[config.mk]
export PLATFORM = sky130hd
export DESIGN_NAME = gate_train_seq
export DESIGN_NICKNAME = d
export VERILOG_FILES = /design/src/rtl/gts_pkg.sv /design/src/rtl/gts_cycle_timer.sv /design/src/rtl/gts_ref_burst.sv /design/src/rtl/gate_train_seq.sv
export SDC_FILE = /design/constraint.sdc
export NUM_CORES = 1
export LEC_CHECK = 0
export ABC_CLOCK_PERIOD_IN_PS = 2300
export BUFFER_PORTS_ARGS = -buffer_cell sky130_fd_sc_hd__clkbuf_2
export CAP_MARGIN = 20
export CORE_MARGIN = 3
export CORE_UTILIZATION = 55
export CTS_BUF_LIST = sky130_fd_sc_hd__clkbuf_8
export DETAILED_ROUTE_END_ITERATION = 10
export PLACE_DENSITY = 0.86
export SLEW_MARGIN = 20
export SYNTH_ARGS = -nofsm -noshare
export SYNTH_HDL_FRONTEND = slang
export SYNTH_SLANG_ARGS = --single-unit
[constraint.sdc]
create_clock -name clk -period 2.3 [get_ports clk]
set_input_delay 0.23 -clock clk [delete_from_list [all_inputs] [get_ports clk]]
set_output_delay 0.23 -clock clk [all_outputs]
set_load 0.01 [all_outputs]
[src/rtl/gts_pkg.sv]
// Shared types for the read-gate training sequencer.
// Assumes: none beyond the IEEE 1800-2017 language.
package gts_pkg;
    typedef enum logic [2:0] {
        ST_IDLE,     // waiting for start
        ST_ZERO,     // write zero to refresh interval
        ST_SETTLE,   // request raised, flags not yet looked at
        ST_POLL,     // request raised, waiting for all lanes
        ST_STOP,     // request dropped
        ST_REF,      // catch-up refresh burst
        ST_RESTORE,  // write saved interval back
        ST_FIN       // done pulse
    } gts_state_e;
endpackage

[src/rtl/gts_cycle_timer.sv]
// Cycle timer: counts while run is high and flags the LIMIT-th cycle.
// Assumes: LIMIT >= 1; run low clears the count.
module gts_cycle_timer #(
    parameter int LIMIT = 4
) (
    input  logic clk,
    input  logic rst_n,
    input  logic run,
    output logic hit
);
    localparam int CW = $clog2(LIMIT + 1);
    localparam logic [CW-1:0] LAST = CW'(LIMIT - 1);

    logic [CW-1:0] cnt;

    assign hit = run && (cnt == LAST);

    // Count run cycles; hold at the last value, clear when idle.
    always_ff @(posedge clk) begin
        if (!rst_n || !run) cnt <= '0;
        else if (!hit)      cnt <= cnt + 1'b1;
    end
endmodule

[src/rtl/gts_ref_burst.sv]
// Refresh burst issuer: while go is high, keeps the request up and counts
// the acknowledges; last marks the acknowledge of the final command.
// Assumes: go stays high until last; the issuer acks with a one-cycle pulse.
module gts_ref_burst #(
    parameter int NUM_REF = 3,
    parameter int RANK_W  = 2
) (
    input  logic              clk,
    input  logic              rst_n,
    input  logic              go,
    input  logic              ack,
    output logic              req,
    output logic [RANK_W-1:0] rank,
    output logic              last
);
    localparam int CW = (NUM_REF > 1) ? $clog2(NUM_REF) : 1;
    localparam logic [CW-1:0] LAST = CW'(NUM_REF - 1);

    logic [CW-1:0] sent;

    assign req  = go;
    assign rank = go ? {RANK_W{1'b1}} : '0;
    assign last = go && ack && (sent == LAST);

    // Count accepted commands within the burst.
    always_ff @(posedge clk) begin
        if (!rst_n || !go)    sent <= '0;
        else if (ack && !last) sent <= sent + 1'b1;
    end
endmodule

[src/rtl/gate_train_seq.sv]
// Read-gate training sequencer: saves and zeroes the refresh interval, runs
// one PHY gate calibration with settle and timeout, issues a catch-up
// refresh burst, restores the interval and pulses done.
// Assumes: the refresh-interval value on refi_rd_i is valid at start.
module gate_train_seq #(
    parameter int REFI_W      = 16,
    parameter int LANES       = 2,
    parameter int RANK_W      = 2,
    parameter int SETTLE_CYC  = 8,
    parameter int TIMEOUT_CYC = 4096,
    parameter int NUM_REF     = 3
) (
    input  logic              clk,
    input  logic              rst_n,
    input  logic              start_i,
    input  logic [REFI_W-1:0] refi_rd_i,
    output logic              refi_wr_en_o,
    output logic [REFI_W-1:0] refi_wr_data_o,
    output logic [1:0]        cal_ctrl_o,
    input  logic [LANES-1:0]  lane_done_i,
    output logic              ref_req_o,
    output logic [RANK_W-1:0] ref_rank_o,
    input  logic              ref_ack_i,
    output logic              done_o,
    output logic              timeout_o
);
    import gts_pkg::*;

    localparam logic CAL_MODE_NORMAL = 1'b0;

    gts_state_e        state, state_nx;
    logic [REFI_W-1:0] saved_refi;
    logic              settle_hit, tmo_hit, ref_last, all_done;

    assign all_done = &lane_done_i;

    gts_cycle_timer #(.LIMIT(SETTLE_CYC)) u_settle (
        .clk(clk), .rst_n(rst_n), .run(state == ST_SETTLE), .hit(settle_hit));

    gts_cycle_timer #(.LIMIT(TIMEOUT_CYC)) u_tmo (
        .clk(clk), .rst_n(rst_n), .run(state == ST_POLL), .hit(tmo_hit));

    gts_ref_burst #(.NUM_REF(NUM_REF), .RANK_W(RANK_W)) u_burst (
        .clk(clk), .rst_n(rst_n), .go(state == ST_REF), .ack(ref_ack_i),
        .req(ref_req_o), .rank(ref_rank_o), .last(ref_last));

    // Next-state selection for the sequence.
    always_comb begin
        state_nx = state;
        unique case (state)
            ST_IDLE:    if (start_i) state_nx = ST_ZERO;
            ST_ZERO:    state_nx = ST_SETTLE;
            ST_SETTLE:  if (settle_hit) state_nx = ST_POLL;
            ST_POLL:    if (all_done || tmo_hit) state_nx = ST_STOP;
            ST_STOP:    state_nx = ST_REF;
            ST_REF:     if (ref_last) state_nx = ST_RESTORE;
            ST_RESTORE: state_nx = ST_FIN;
            ST_FIN:     state_nx = ST_IDLE;
            default:    state_nx = ST_IDLE;
        endcase
    end

    // State register.
    always_ff @(posedge clk) begin
        if (!rst_n) state <= ST_IDLE;
        else        state <= state_nx;
    end

    // Capture the refresh interval on an accepted start.
    always_ff @(posedge clk) begin
        if (!rst_n)                          saved_refi <= '0;
        else if (state == ST_IDLE && start_i) saved_refi <= refi_rd_i;
    end

    // Timeout flag: set on expiry, cleared by the next accepted start.
    always_ff @(posedge clk) begin
        if (!rst_n)                           timeout_o <= 1'b0;
        else if (state == ST_IDLE && start_i) timeout_o <= 1'b0;
        else if (state == ST_POLL && tmo_hit && !all_done) timeout_o <= 1'b1;
    end

    // Output decode from state.
    always_comb begin
        refi_wr_en_o   = (state == ST_ZERO) || (state == ST_RESTORE);
        refi_wr_data_o = (state == ST_RESTORE) ? saved_refi : '0;
        cal_ctrl_o     = {CAL_MODE_NORMAL,
                          (state == ST_SETTLE) || (state == ST_POLL)};
        done_o         = (state == ST_FIN);
    end
endmodule

==> flow_summary.json <==
{
  "grt-ovfl-total": 0,
  "nFillCells": 262,
  "synth_top_area_share_pct": 41.6,
  "root_buffer": "clkbuf_8",
  "cts_made_buffers": 5,
  "switching_share_pct": 22.9,
  "die_area_sq_um": 4150,
  "avgViaCountPerCell": 5.43,
  "die_height_um": 64.4,
  "synth_ff_type": "dfxtp_1",
  "antenna_found_initial": 0,
  "slew_headroom_pct": 61.0,
  "async_reset_ff_share_pct": 0,
  "drc_errors": 0,
  "syn_inst": 226,
  "cp_data_arrival_time_ns": 2.16,
  "crit_type": "reg -> reg",
  "multi_input_area_sq_um": 1010,
  "p_per_area_nw_per_um2": 643,
  "postRouteAntennaNets": 0,
  "cts_num_sinks": 39,
  "vias": 1700,
  "comb_power_share_pct": 8.6,
  "max_cap_violations": 0,
  "die_x_um": 64.4,
  "cp.required_ns": 2.52,
  "ys_top_cells_by_area": "dfxtp_1, nand2_1, a21oi_1",
  "finalWorstPathRequiredPeriod_ns": 1.94,
  "synthTopCellsByCount": "nand2_1, dfxtp_1, a21oi_1",
  "synth_cell_type_count": 42,
  "setup_ws_ns": 0.361,
  "cts_tree": "built",
  "worstSkewPairLatency_ns": 0.29,
  "worstMarginPinSlew_ns": 0.584,
  "fin_crit_sh_pct": 84.3,
  "ys_seq_area_share_pct": 41.6,
  "grt_max_degree": 20,
  "fp-row-count": 20,
  "clock_path_buffers": 2,
  "grt_pass1_wl_mm": 6.93,
  "area_delta_synth_final_pct": 18.6,
  "ff_latch_area_sq_um": 781,
  "synth_area_sq_um": 1880,
  "setup_tns_ns": 0,
  "grt_pass1_vias": 1521,
  "ctsHoldBuffers": 0,
  "finClkSkew_ns": 0.00477,
  "ir_drop_v": 0.000440,
  "status": "completed",
  "post_drt_wl_per_cell_um": 12.8,
  "dr.pass1.iters": 4,
  "hpwl_mm": 2.91,
  "synth_edf_count": 0,
  "critPathMaxFanout": 8,
  "drive_gt1_share_pct": 24.2,
  "clkTransAtPathRegs_ns": 0.08,
  "finalSetupViolCount": 0,
  "intPower_mw": 1.10,
  "grt_usage_pct": 21.1,
  "core-area_sq_um": 3150,
  "drtIter0Drc": 78,
  "rsz0062_at_grt": "false",
  "cp-end-kind": "register",
  "final_core_util_pct": 70.6,
  "ys_ff_latch": 39,
  "switchingPower_mw": 0.328,
  "clockPowerShare_pct": 40.9,
  "sequentialPowerShare_pct": 50.5,
  "io_buffers": 44,
  "min_path_type": "in -> reg",
  "yosysTopAreaCell": "dfxtp_1",
  "ioPinCount": 46,
  "post-place-ws_ns": 0.409,
  "max_freq_ghz": 0.516,
  "hold_violations": 0,
  "place.gp.congestion": 0.812,
  "syn-num-nets": 251,
  "yosys_warnings": 0,
  "cts_resized": 0,
  "synth_most_common_cell": "nand2_1",
  "finalMaxSlewViolations": 0,
  "syn_area_per_cell_sq_um": 8.30,
  "diodes": 0,
  "drt_wl_total_mm": 4.02,
  "initial_core_util_pct": 59.5,
  "fin_nets": 293,
  "cts_setup_buffers": 0,
  "htree_levels": 2,
  "startpoint_type": "register",
  "leakagePower_nw": 0.943,
  "timing.hold.ws_ns": 0.153
}
-- cells by family (layout without fill, tap and decap cells) --
kind of cell    Yosys count  count (layout)  share of synthesized area [%]
flops                    39              39                           41.6
simple gates            114             114                           34.6
other cells               1               1                          0.200
buf+inv                  17              60                           4.34
compound gates           47              47                           14.8
xor+xnor                  4               4                           1.87
mux                       1               1                          0.534
fa+ha+maj                 3               3                           2.00
-- state kept, by name (all words and copies together), names as in the netlist --
register and cells:
u_settle.cnt 4, saved_refi 16, state 3, u_tmo.cnt 13
u_burst.sent 2, timeout_o 1
-- final cells by class --
cell class	count	share of cell area, %
clock buffers	6	3.71
clock inverters	2	1.57
inverters	6	1.01
multi-input cells	170	45.6
flip-flops and latches	39	35.1
well taps	44	2.47
repair buffers	46	10.6
-- placed cells by master (no fill, tap or decap), types with 2 or more instances in the layout --
master | Yosys | layout
a21oi_1 | 26 | 26
a31oi_1 | 3 | 3
and2_1 | 16 | 16
and3_1 | 4 | 4
buf_4 | 4 | 2
clkbuf_2 | 0 | 44
clkbuf_8 | 0 | 6
dfxtp_1 | 39 | 39
ha_1 | 3 | 3
inv_1 | 5 | 5
nand2_1 | 41 | 41
nand3_1 | 8 | 8
nand3b_1 | 2 | 2
nand4_2 | 2 | 2
nor2_1 | 14 | 14
nor3_1 | 6 | 6
nor4_4 | 2 | 2
o211ai_1 | 2 | 2
o21ai_0 | 8 | 8
o31ai_1 | 3 | 3
or2_2 | 2 | 2
or3_1 | 5 | 5
or4_1 | 3 | 3
xnor2_1 | 2 | 2
xor2_1 | 2 | 2
-- final timing paths --
kind / startpoint / endpoint / slack, ns / depth (start not counted)
max reg2reg: u_tmo.cnt[0]$_SDFFE_PP0N_ / u_tmo.cnt[3]$_SDFFE_PP0N_ / 0.36 / 5
max: u_tmo.cnt[0]$_SDFFE_PP0N_ / u_tmo.cnt[3]$_SDFFE_PP0N_ / 0.36 / 5
min reg2reg: saved_refi[0]$_SDFFE_PN0P_ / saved_refi[0]$_SDFFE_PN0P_ / 0.45 / 2
min: refi_rd_i[10] / saved_refi[10]$_SDFFE_PN0P_ / 0.15 / 3
-- per-layer routing --
| metal | vias up | routed length [um] | global-route usage (%) |
|---|---|---|---|
| met3 | 5 | 232 | 4.22 |
| met4 | 0 | 62 | 8.71 |
| met5 | - | 0 | 0 |
| met1 | 779 | 1830 | 27.6 |
| met2 | 50 | 1890 | 33.6 |
| li1 | 866 | - | - |
-- worst max-delay path: stages (launching register included) --
cell and delay, ns:
dfxtp_1 0.42, ha_1 0.34, nand4_2 0.25, nor4_4 0.53, o21ai_0 0.17, a21oi_1 0.16
-- per-stage QoR --
| stage | power, mW | instance area (sq um) | std cells |
|---|---|---|---|
| finish | 1.43 | 2220 | 313 |
| global route | 1.49 | 2220 | 313 |
| CTS | 1.44 | 2220 | 313 |
| detailed placement | 0.862 | 2110 | 305 |
| global placement | 0.857 | 2110 | 305 |
| floorplan | 0.817 | 1880 | 226 |
-- power by group through the flow --
| stage | combinational (mW) | sequential (mW) | clock, mW |
|---|---|---|---|
| floorplan | 0.0874 | 0.729 | 0 |
| global placement | 0.120 | 0.737 | 0 |
| detailed placement | 0.123 | 0.738 | 0 |
| CTS | 0.124 | 0.722 | 0.591 |
| global route | 0.143 | 0.727 | 0.621 |
| finish | 0.123 | 0.723 | 0.586 |
(Power assumes the default switching activity.)
